**config.mk**
```make
export PLATFORM = sky130hd
export DESIGN_NAME = gated_offset_stage
export DESIGN_NICKNAME = d
export VERILOG_FILES = /design/src/rtl/gos_pkg.sv /design/src/rtl/gos_regs.sv /design/src/rtl/gos_window.sv /design/src/rtl/gos_datapath.sv /design/src/rtl/gated_offset_stage.sv
export SDC_FILE = /design/constraint.sdc
export NUM_CORES = 1
export LEC_CHECK = 0
export BUFFER_PORTS_ARGS = -buffer_cell sky130_fd_sc_hd__clkbuf_2
export CORE_UTILIZATION = 52
export CTS_CLUSTER_SIZE = 24
export DETAILED_ROUTE_END_ITERATION = 7
export PLACE_DENSITY = 0.77
export SKIP_LAST_GASP = 1
export SLEW_MARGIN = 20
export SYNTH_ARGS = -nofsm -noshare
export SYNTH_HDL_FRONTEND = slang
export SYNTH_HIERARCHICAL = 1
export SYNTH_SLANG_ARGS = --single-unit
export TNS_END_PERCENT = 10
```
**constraint.sdc**
```tcl
create_clock -name clk -period 2.59 [get_ports clk]
set_input_delay 0.3885 -clock clk [delete_from_list [all_inputs] [get_ports clk]]
set_output_delay 0.3885 -clock clk [all_outputs]
set_load 0.03 [all_outputs]
```
**src/rtl/gos_pkg.sv**
```systemverilog
package gos_pkg;
  typedef enum logic [1:0] {
    PH_IDLE = 2'd0,
    PH_WAIT = 2'd1,
    PH_OPEN = 2'd2
  } phase_t;

  localparam logic [19:0] OFS_DELAY  = 20'h00100;
  localparam logic [19:0] OFS_WIDTH  = 20'h00104;
  localparam logic [19:0] OFS_OFFSET = 20'h00108;
  localparam logic [19:0] OFS_CTRL   = 20'h0010C;
  localparam logic [19:0] OFS_STATUS = 20'h00110;
endpackage

```
**src/rtl/gos_regs.sv**
```systemverilog
module gos_regs
  import gos_pkg::*;
#(
  parameter int BUS_W = 32,
  parameter int DEC_W = 20,
  parameter int CNT_W = 32,
  parameter int SMP_W = 14
) (
  input  logic             clk,
  input  logic             rst_n,
  input  logic [BUS_W-1:0] addr_i,
  input  logic [BUS_W-1:0] wdata_i,
  input  logic             wen_i,
  input  logic             ren_i,
  output logic [BUS_W-1:0] rdata_o,
  output logic             ack_o,
  input  logic             gate_i,
  output logic [CNT_W-1:0] delay_o,
  output logic [CNT_W-1:0] width_o,
  output logic [SMP_W-1:0] offset_o,
  output logic             enable_o
);
  logic [DEC_W-1:0] ofs;
  logic [BUS_W-1:0] rd_val;
  logic             mapped;
  logic             unused_addr;

  assign ofs         = addr_i[DEC_W-1:0];
  assign unused_addr = ^addr_i[BUS_W-1:DEC_W];

  always_comb begin
    rd_val = '0;
    mapped = 1'b1;
    case (ofs)
      DEC_W'(OFS_DELAY):  rd_val = BUS_W'(delay_o);
      DEC_W'(OFS_WIDTH):  rd_val = BUS_W'(width_o);
      DEC_W'(OFS_OFFSET): rd_val = {{(BUS_W-SMP_W){offset_o[SMP_W-1]}}, offset_o};
      DEC_W'(OFS_CTRL):   rd_val = {{(BUS_W-1){1'b0}}, enable_o};
      DEC_W'(OFS_STATUS): rd_val = {{(BUS_W-1){1'b0}}, gate_i};
      default:            mapped = 1'b0;
    endcase
  end

  always_ff @(posedge clk) begin
    if (!rst_n) begin
      delay_o  <= '0;
      width_o  <= '0;
      offset_o <= '0;
      enable_o <= 1'b0;
      ack_o    <= 1'b0;
      rdata_o  <= '0;
    end else begin
      ack_o   <= wen_i | ren_i;
      rdata_o <= ren_i ? rd_val : '0;
      if (wen_i) begin
        case (ofs)
          DEC_W'(OFS_DELAY):  delay_o  <= wdata_i[CNT_W-1:0];
          DEC_W'(OFS_WIDTH):  width_o  <= wdata_i[CNT_W-1:0];
          DEC_W'(OFS_OFFSET): offset_o <= wdata_i[SMP_W-1:0];
          DEC_W'(OFS_CTRL):   enable_o <= wdata_i[0];
          default: ;
        endcase
      end
    end
  end

  assert_ack_follows_R3: assert property (@(posedge clk) disable iff (!rst_n)
    (wen_i || ren_i) |=> ack_o);
  assert_no_spurious_ack_R3: assert property (@(posedge clk) disable iff (!rst_n)
    !(wen_i || ren_i) |=> !ack_o);
  assert_unmapped_zero_R4: assert property (@(posedge clk) disable iff (!rst_n)
    (ren_i && !mapped) |=> (ack_o && rdata_o == '0));
endmodule

```
**src/rtl/gos_window.sv**
```systemverilog
module gos_window
  import gos_pkg::*;
#(
  parameter int CNT_W = 32
) (
  input  logic             clk,
  input  logic             rst_n,
  input  logic             trig_i,
  input  logic             en_i,
  input  logic [CNT_W-1:0] delay_i,
  input  logic [CNT_W-1:0] width_i,
  output logic             gate_o
);
  localparam logic [CNT_W-1:0] ONE = CNT_W'(1);

  phase_t           phase;
  logic [CNT_W-1:0] cnt;
  logic             trig_q;
  logic             trig_edge;

  assign trig_edge = trig_i & ~trig_q;
  assign gate_o    = (phase == PH_OPEN) && en_i;

  always_ff @(posedge clk) begin
    if (!rst_n) begin
      phase  <= PH_IDLE;
      cnt    <= '0;
      trig_q <= 1'b0;
    end else begin
      trig_q <= trig_i;
      if (!en_i) begin
        phase <= PH_IDLE;
        cnt   <= '0;
      end else begin
        case (phase)
          PH_IDLE: begin
            if (trig_edge) begin
              if (delay_i != '0) begin
                phase <= PH_WAIT;
                cnt   <= delay_i;
              end else if (width_i != '0) begin
                phase <= PH_OPEN;
                cnt   <= width_i;
              end
            end
          end
          PH_WAIT: begin
            if (cnt == ONE) begin
              if (width_i != '0) begin
                phase <= PH_OPEN;
                cnt   <= width_i;
              end else begin
                phase <= PH_IDLE;
                cnt   <= '0;
              end
            end else begin
              cnt <= cnt - ONE;
            end
          end
          PH_OPEN: begin
            if (cnt == ONE) begin
              phase <= PH_IDLE;
              cnt   <= '0;
            end else begin
              cnt <= cnt - ONE;
            end
          end
          default: begin
            phase <= PH_IDLE;
            cnt   <= '0;
          end
        endcase
      end
    end
  end

  assert_open_nonzero_R6: assert property (@(posedge clk) disable iff (!rst_n)
    (phase == PH_OPEN) |-> (cnt != '0));
  assert_disable_idles_R8: assert property (@(posedge clk) disable iff (!rst_n)
    !en_i |=> (phase == PH_IDLE));
  assert_wait_ignores_edge_R7: assert property (@(posedge clk) disable iff (!rst_n)
    (phase == PH_WAIT && cnt > ONE && en_i) |=> (phase == PH_WAIT && cnt == $past(cnt) - ONE));
  assert_open_ignores_edge_R7: assert property (@(posedge clk) disable iff (!rst_n)
    (phase == PH_OPEN && cnt > ONE && en_i) |=> (phase == PH_OPEN && cnt == $past(cnt) - ONE));
  assert_edge_starts_wait_R5: assert property (@(posedge clk) disable iff (!rst_n)
    (phase == PH_IDLE && en_i && trig_edge && delay_i != '0) |=> (phase == PH_WAIT));
endmodule

```
**src/rtl/gos_datapath.sv**
```systemverilog
module gos_datapath #(
  parameter int SMP_W = 14
) (
  input  logic             clk,
  input  logic             rst_n,
  input  logic             s_valid_i,
  output logic             s_ready_o,
  input  logic [SMP_W-1:0] s_data_i,
  output logic             m_valid_o,
  input  logic             m_ready_i,
  output logic [SMP_W-1:0] m_data_o,
  input  logic             gate_i,
  input  logic [SMP_W-1:0] offset_i
);
  localparam int               SUM_W = SMP_W + 1;
  localparam logic [SMP_W-1:0] MAXV  = {1'b0, {(SMP_W-1){1'b1}}};
  localparam logic [SMP_W-1:0] MINV  = {1'b1, {(SMP_W-1){1'b0}}};

  logic [SUM_W-1:0] sum_w;
  logic [SMP_W-1:0] sat_w;
  logic [SMP_W-1:0] next_w;

  assign sum_w = {s_data_i[SMP_W-1], s_data_i} + {offset_i[SMP_W-1], offset_i};

  always_comb begin
    if (sum_w[SUM_W-1] != sum_w[SUM_W-2]) begin
      sat_w = sum_w[SUM_W-1] ? MINV : MAXV;
    end else begin
      sat_w = sum_w[SMP_W-1:0];
    end
  end

  assign next_w    = gate_i ? sat_w : s_data_i;
  assign s_ready_o = !m_valid_o || m_ready_i;

  always_ff @(posedge clk) begin
    if (!rst_n) begin
      m_valid_o <= 1'b0;
      m_data_o  <= '0;
    end else if (s_ready_o) begin
      m_valid_o <= s_valid_i;
      if (s_valid_i) begin
        m_data_o <= next_w;
      end
    end
  end

  assert_stall_holds_R11: assert property (@(posedge clk) disable iff (!rst_n)
    (m_valid_o && !m_ready_i) |=> (m_valid_o && $stable(m_data_o)));
  assert_passthrough_R10: assert property (@(posedge clk) disable iff (!rst_n)
    (s_valid_i && s_ready_o && !gate_i) |=> (m_valid_o && m_data_o == $past(s_data_i)));
  assert_no_overflow_R9: assert property (@(posedge clk) disable iff (!rst_n)
    (s_valid_i && s_ready_o && gate_i && s_data_i[SMP_W-1] == offset_i[SMP_W-1])
    |=> (m_data_o[SMP_W-1] == $past(s_data_i[SMP_W-1])));
endmodule

```
**src/rtl/gated_offset_stage.sv**
```systemverilog
module gated_offset_stage #(
  parameter int SMP_W = 14,
  parameter int BUS_W = 32,
  parameter int DEC_W = 20,
  parameter int CNT_W = 32
) (
  input  logic             clk,
  input  logic             rst_n,
  input  logic             trig_i,
  input  logic             s_valid_i,
  output logic             s_ready_o,
  input  logic [SMP_W-1:0] s_data_i,
  output logic             m_valid_o,
  input  logic             m_ready_i,
  output logic [SMP_W-1:0] m_data_o,
  input  logic [BUS_W-1:0] bus_addr_i,
  input  logic [BUS_W-1:0] bus_wdata_i,
  input  logic             bus_wen_i,
  input  logic             bus_ren_i,
  output logic [BUS_W-1:0] bus_rdata_o,
  output logic             bus_ack_o,
  output logic             bus_err_o
);
  logic [CNT_W-1:0] delay_w;
  logic [CNT_W-1:0] width_w;
  logic [SMP_W-1:0] offset_w;
  logic             enable_w;
  logic             gate_w;

  assign bus_err_o = 1'b0;

  gos_regs #(
    .BUS_W(BUS_W), .DEC_W(DEC_W), .CNT_W(CNT_W), .SMP_W(SMP_W)
  ) u_regs (
    .clk(clk), .rst_n(rst_n),
    .addr_i(bus_addr_i), .wdata_i(bus_wdata_i),
    .wen_i(bus_wen_i), .ren_i(bus_ren_i),
    .rdata_o(bus_rdata_o), .ack_o(bus_ack_o),
    .gate_i(gate_w),
    .delay_o(delay_w), .width_o(width_w),
    .offset_o(offset_w), .enable_o(enable_w)
  );

  gos_window #(
    .CNT_W(CNT_W)
  ) u_window (
    .clk(clk), .rst_n(rst_n),
    .trig_i(trig_i), .en_i(enable_w),
    .delay_i(delay_w), .width_i(width_w),
    .gate_o(gate_w)
  );

  gos_datapath #(
    .SMP_W(SMP_W)
  ) u_path (
    .clk(clk), .rst_n(rst_n),
    .s_valid_i(s_valid_i), .s_ready_o(s_ready_o), .s_data_i(s_data_i),
    .m_valid_o(m_valid_o), .m_ready_i(m_ready_i), .m_data_o(m_data_o),
    .gate_i(gate_w), .offset_i(offset_w)
  );
endmodule

```
==> results of run 1 <==
worst max-delay path by stage:
stage                  startpoint                  end  slack, ps  cells after the start
2_1_floorplan     u_window/cnt[7]     u_window/cnt[20]          2                      8
3_3_place_gp          s_data_i[0]  u_path/m_data_o[12]        -50                     11
3_5_place_dp          s_data_i[4]  u_path/m_data_o[11]       -180                      9
4_1_cts           u_window/cnt[4]     u_window/cnt[14]          4                      9
5_1_grt        u_regs/offset_o[1]   u_path/m_data_o[1]        -60                      9
6_report       u_regs/offset_o[3]  u_path/m_data_o[11]         40                      9
repair_timing:
item,4_1_cts,5_1_grt
gates resized for setup,0,15
endpoints found under the setup margin,0,40
buffers inserted,0,1
cell usage after synthesis, drive strengths merged, types with 9 or more instances:
library cell | instances | share of area
nor2 | 57 | 0.025
inv | 15 | 0.0066
nand4 | 27 | 0.022
nand3 | 11 | 0.0064
maj3 | 11 | 0.014
mux2i | 93 | 0.11
nor3 | 20 | 0.013
dfxtp | 162 | 0.38
ha | 16 | 0.023
or4 | 10 | 0.010
clkbuf | 44 | 0.019
a21oi | 89 | 0.052
xor2 | 18 | 0.018
nor4 | 36 | 0.032
o21ai | 45 | 0.027
nand2 | 155 | 0.068
or3 | 30 | 0.022
buf | 25 | 0.020
and3 | 9 | 0.0069
o211ai | 9 | 0.0079
a222oi | 13 | 0.015
per-layer routing:
metal / up-vias / global-route usage / wire, um
met5: - / 0 / 0
met3: 46 / 0.0730 / 2380
li1: 4005 / - / -
met2: 470 / 0.482 / 11800
met1: 4016 / 0.420 / 11200
met4: 0 / 0.0913 / 486
worst max-delay path, stage by stage (launching register included):
cell      delay [ps]
dfxtp_1          330
ha_1             390
and3_2           220
a221oi_2          50
buf_4            150
o21ai_4          160
o22ai_4          110
o31a_4           420
maj3_2           320
a311oi_2         290
state kept, by name, indices dropped and copies added (netlist names), 2 cells and up:
signal           count
u_regs/offset_o     14
u_regs/width_o      32
u_window/cnt        32
u_path/m_data_o     14
u_window/phase       2
u_regs/rdata_o      32
u_regs/delay_o      32
kinds of logic (layout without fill, tap and decap cells):
group / count (synthesis) / count (layout) / share of synthesized area
other cells: 1 / 1 / 0.000438
simple gates: 387 / 387 / 0.232
xor+xnor: 26 / 26 / 0.0266
mux: 94 / 94 / 0.111
flops: 162 / 162 / 0.379
buf+inv: 84 / 263 / 0.0454
fa+ha+maj: 28 / 28 / 0.0402
compound gates: 217 / 218 / 0.166
report_power, final:
part	leakage, nW	internal (W)	switching (W)
Sequential	1.31	0.00251	0.0000103
Combinational	3.24	0.000139	0.000231
Clock	0.284	0.00158	0.00102
Total	4.83	0.00423	0.00127
area by class of cell:
| type | count | area share |
|---|---|---|
| Inverter | 15 | 0.00533 |
| Sequential cell | 162 | 0.307 |
| Tap cell | 216 | 0.0256 |
| Clock inverter | 9 | 0.0123 |
| Timing Repair Buffer | 217 | 0.128 |
| Multi-Input combinational cell | 754 | 0.477 |
| Clock buffer | 22 | 0.0449 |
through the flow:
stage	worst slack, ps	hold slack [ps]	std cells
floorplan	2.47	440	999
global placement	-45.4	456	1362
detailed placement	-180	463	1362
CTS	4.06	147	1393
global route	-57.6	157	1395
finish	37.2	157	1395
==> run summary, run 1 <==
Std cell rows: 46
R2r worst-path depth: 9
Yosys reg bits: 162
Post-DP Area: 0.00985 sq mm
Initial Util: 0.535
Critical Path AT: 2890 ps
Setup TNS: 0 ps
CP Max Fanout: 8
Reg clk slew, reported paths: 60 ps
CTS Buf Count: 17
Synthesized area per cell: 8.57 sq um
Clock root buffer: clkbuf_16
Worst-case clock skew: 9.95 ps
Async S/R FF share, synth: 0
Skew-Pair Late Insertion Delay: 440 ps
Post-layout min period: 2550 ps
Clock Path Buffers: 2
Lkg Pwr: 4.83 nW
Pwr Total: 0.00550 W
Initial antenna violation count: 0
Status: completed
WHS Endpoint: u_regs/ack_o
CTS tree: yes
Crit end category: flop
Post-synth EDFFs: 0
# setup viols final: 0
Synth unique cells: 79
Antenna-violating nets left: 0
Vias in the first global route: 7728
Area growth syn-to-layout: 23.4%
Register area: 0.00324 sq mm
RSZ-0062 raised after global routing: true
Worst rel slew slack: 0.358
Slew of the pin with the lowest slew margin: 959 ps
Max Fclk: 392 MHz
Die Height: 130 um
Tcrit/Tclk final: 0.986
Number of iterations in the first detailed-routing pass: 7
Wire length per cell: 18.6 um
Hold-fix buffers at CTS: 0
Hold wc startpoint: bus_wen_i
I/O pin total: 135
Cell Area, Synth: 0.00856 sq mm
Tightest Hold Check Type: input port to flop
Detail-routed via count per cell: 6.12
Largest net degree at the start of global routing: 126
Initial detailed-routing violation count: 1091
Total number of vias: 8537
IO Port Bufs: 121
Share of layout cells above drive strength 1: 0.254
Routed WL: 25900 um
Multi-input logic area: 0.00504 sq mm
Sequential share of the synthesized area: 0.379
# diodes: 0
Final Core Density: 0.660
Global placer's final weighted congestion: 0.921
Fin. Hold Viols: 0
Nets: 1269
Htree depth: 4
DIE AREA: 0.0170 sq mm
Synth Instances: 999
DP HPWL: 18200 um
FF-to-FF Start: u_regs/offset_o[3]
Final Max Slew Viols: 0
Commonest non-fill, non-tap cell in the layout: dfxtp_1
Most frequent cells in the layout: 162 x dfxtp_1, 155 x nand2_1, 120 x clkbuf_2, 95 x buf_4, 93 x mux2i_1
First-pass GRT wire length: 40200 um
Yosys warns: 6
Pwr/cell area: 520 mW/mm^2
Worst EP required: 2930 ps
Maxcap violations: 0
Maximum vdd ir drop: 0.000487 V
Chip width: 130 um
# fillers: 1308
Final Instance Area: 0.0106 sq mm
Core area: 0.0160 sq mm
Synth Flop Type: dfxtp_1
R2R setup slack: 40 ps
GRT Total Usage: 0.308
Crit path launch type: flop
Setup CP Type: flop to flop
# clock sinks: 162
Net count after synthesis: 1101
R2R Path End: u_path/m_data_o[11]
Worst Hold Depth: 2
Overflow after GRT: 0
Residual DRC count: 0
Note: power is estimated with default switching activity, not from simulation.
==> run 2, diff against run 1 <==
Settings changed: REMOVE_ABC_BUFFERS from default to 1.
==> run 2 against run 1 <==
Net effect:
- global-route usage down 0.24 points
- cell area rose by 0.14%
- cell count is essentially flat
- clock skew shrank 0.64 ps
- register-to-register slack worse by 30 ps
- utilization increased by 0.094 points
- clock power barely moved
- power about the same
- worst hold slack improved by 0.82 ps
- via count grew 0.76%
- sequential power barely moved
- non-clock buffer count decreased by 2
- critical endpoint is now u_window/cnt[22]
- largest cell class unchanged
- highest routed layer unchanged
==> run summary, run 2 (synthesis gave the netlist of run 1 again) <==
Overflow after GRT: 0 (unchanged)
CP Max Fanout: 20 (+12)
Initial Util: 0.535 (unchanged)
Post-Place Worst Slack: -181 ps (-1.48 ps)
Final Max Slew Viols: 0 (unchanged)
Status: completed
Skew-Pair Late Insertion Delay: 440 ps (about the same)
Area growth syn-to-layout: 23.6%
Logic gate share of total power: 0.068 (about the same)
# diodes: 0 (unchanged)
Residual DRC count: 0 (unchanged)
Post-DP Area: 0.00980 sq mm (-0.53%)
Maxcap violations: 0 (unchanged)
Slew of the pin with the lowest slew margin: 857 ps (-102 ps)
Initial antenna violation count: 0 (unchanged)
Reg clk slew, reported paths: 70 ps (about the same)
Final Instance Area: 0.0106 sq mm (+0.14%)
Clock root buffer: clkbuf_16
CP max stage delay: 350 ps (-70 ps)
Total number of vias: 8602 (+0.76%)
Die Height: 130 um (unchanged)
Post-layout min period: 2580 ps (+26.6 ps)
Number of iterations in the first detailed-routing pass: 8 (+1)
Crit end category: flop
Routed WL: 26000 um (+0.24%)
Core area: 0.0160 sq mm (unchanged)
I/O pin total: 135 (unchanged)
Critical Path AT: 2900 ps (about the same)
Fin. Hold Viols: 0 (unchanged)
Max Fclk: 388 MHz (-1.0%)
Htree depth: 4 (unchanged)
Share of power burned in registers: 0.458 (about the same)
Setup ws final: 10.6 ps (-26.6 ps)
Share of layout cells above drive strength 1: 0.257 (+0.00361)
Worst-case clock skew: 9.31 ps (-0.645 ps)
Wire length per cell: 18.6 um (+0.32%)
Clock Path Buffers: 2 (unchanged)
Pwr/cell area: 520 mW/mm^2 (about the same)
Tcrit/Tclk final: 0.996 (+0.0103)
Maximum vdd ir drop: 0.000486 V (-0.26%)
Lkg Pwr: 4.82 nW (-0.24%)
Antenna-violating nets left: 0 (unchanged)
Global placer's final weighted congestion: 0.897 (-2.6%)
# setup viols final: 0 (unchanged)
# clock sinks: 162 (unchanged)
Nets: 1267 (-0.16%)
Crit path launch type: flop
Initial detailed-routing violation count: 1197 (+9.7%)
Worst EP required: 2910 ps (-20 ps)
Vias in the first global route: 7668 (-0.78%)
Chip width: 130 um (unchanged)
DP HPWL: 17500 um (-3.9%)
Sw frac: 0.237 (+0.00656)
Hold-fix buffers at CTS: 0 (unchanged)
Most frequent cells in the layout: 160 x dfxtp_1, 155 x nand2_1, 120 x clkbuf_2, 93 x mux2i_1, 92 x buf_4
Largest net degree at the start of global routing: 73 (-42%)
Commonest non-fill, non-tap cell in the layout: dfxtp_1
CTS tree: yes
Clock Power Share: 0.475 (about the same)
Most common cell on crit path: nor4_1
CTS Buf Count: 17 (unchanged)
Detail-routed via count per cell: 6.17 (+0.83%)
IO Port Bufs: 121 (unchanged)
Setup CP Type: flop to flop
Std cell rows: 46 (unchanged)
Internal: 0.00420 W (-0.81%)
CP cell instances: nor4_1 > nand2_1 > nor4_1 > buf_4 > nor4_2 > or2_1 > buf_12 > a22o_1 > a221o_1
GRT Total Usage: 0.305 (-0.00240)
Worst rel slew slack: 0.426 (+0.0680)
CP max-delay cell: dfxtp_1
Tightest Hold Check Type: input port to flop
RSZ-0062 raised after global routing: true
First-pass GRT wire length: 40100 um (about the same)
DIE AREA: 0.0170 sq mm (unchanged)
Psw: 0.00130 W (+2.9%)
run 2: cell count changes in the layout (fill, tap and decap cells not counted), moves of 3 or more:
cell        previous run  this run
buf_4                 95        92
ha_4                   0         3
clkinv_4               0         3
clkinvlp_4             4         1
run 2: layout make-up:
type / count / area (sq um)
inverters: 15 / 56.3
repair buffers: 215 / 1340
multi-input cells: 754 / 5060
clock buffers: 21 / 450
well taps: 216 / 270
fillers: 1273 / 5420
flip-flops and latches: 162 / 3250
clock inverters: 11 / 151
run 2: timing repair:
item | 4_1_cts | 5_1_grt
gates resized for setup | 3 | 18
pin swaps | 2 | 9
gates cloned | 0 | 1
setup endpoints to repair | 8 | 43
setup buffers | 0 | 6
run 2: worst max-delay path: cells and delay by family, from the launching register on:
family,cells,cell delay (ps)
compound gates,2,540
simple gates,5,1190
buf+inv,2,370
flops,1,350
run 2: final timing paths:
check / start / end / slack (ps) / cells past startpoint
min: bus_wen_i / u_regs/ack_o / 160 / 2
max: u_regs/width_o[16] / u_window/cnt[22] / 10 / 9
max reg2reg: u_regs/width_o[16] / u_window/cnt[22] / 10 / 9
min reg2reg: u_window/cnt[6] / u_window/cnt[6] / 480 / 2
run 2: per-layer routing:
| layer | part of all wire | up-vias | track usage | wire length (um) |
|---|---|---|---|---|
| li1 | - | 3992 | - | - |
| met1 | 0.43 | 4046 | 0.423 | 11200 |
| met2 | 0.44 | 498 | 0.473 | 11500 |
| met3 | 0.097 | 66 | 0.0562 | 2530 |
| met4 | 0.029 | 0 | 0.112 | 743 |
| met5 | 0 | - | 0 | 0 |
run 2: power by group through the flow:
| stage | clock network [W] | logic (W) | registers, W |
|---|---|---|---|
| after floorplan | 0 | 0.000142 | 0.00261 |
| after global routing | 0.00272 | 0.000400 | 0.00252 |
| final | 0.00261 | 0.000373 | 0.00252 |
| after detailed placement | 0 | 0.000352 | 0.00257 |
| after CTS | 0.00262 | 0.000356 | 0.00252 |
| after global placement | 0 | 0.000346 | 0.00257 |
run 2: through the flow:
step | setup TNS, ps | hold slack [ps] | power (W) | cells | utilization
finish | 0 | 158 | 0.00550 | 1394 | 0.661
global route | -650 | 168 | 0.00564 | 1394 | 0.661
CTS | -1.57 | 152 | 0.00549 | 1387 | 0.650
detailed placement | -1410 | 469 | 0.00293 | 1355 | 0.613
global placement | -772 | 455 | 0.00292 | 1355 | 0.613
floorplan | -65890 | 440 | 0.00275 | 930 | -
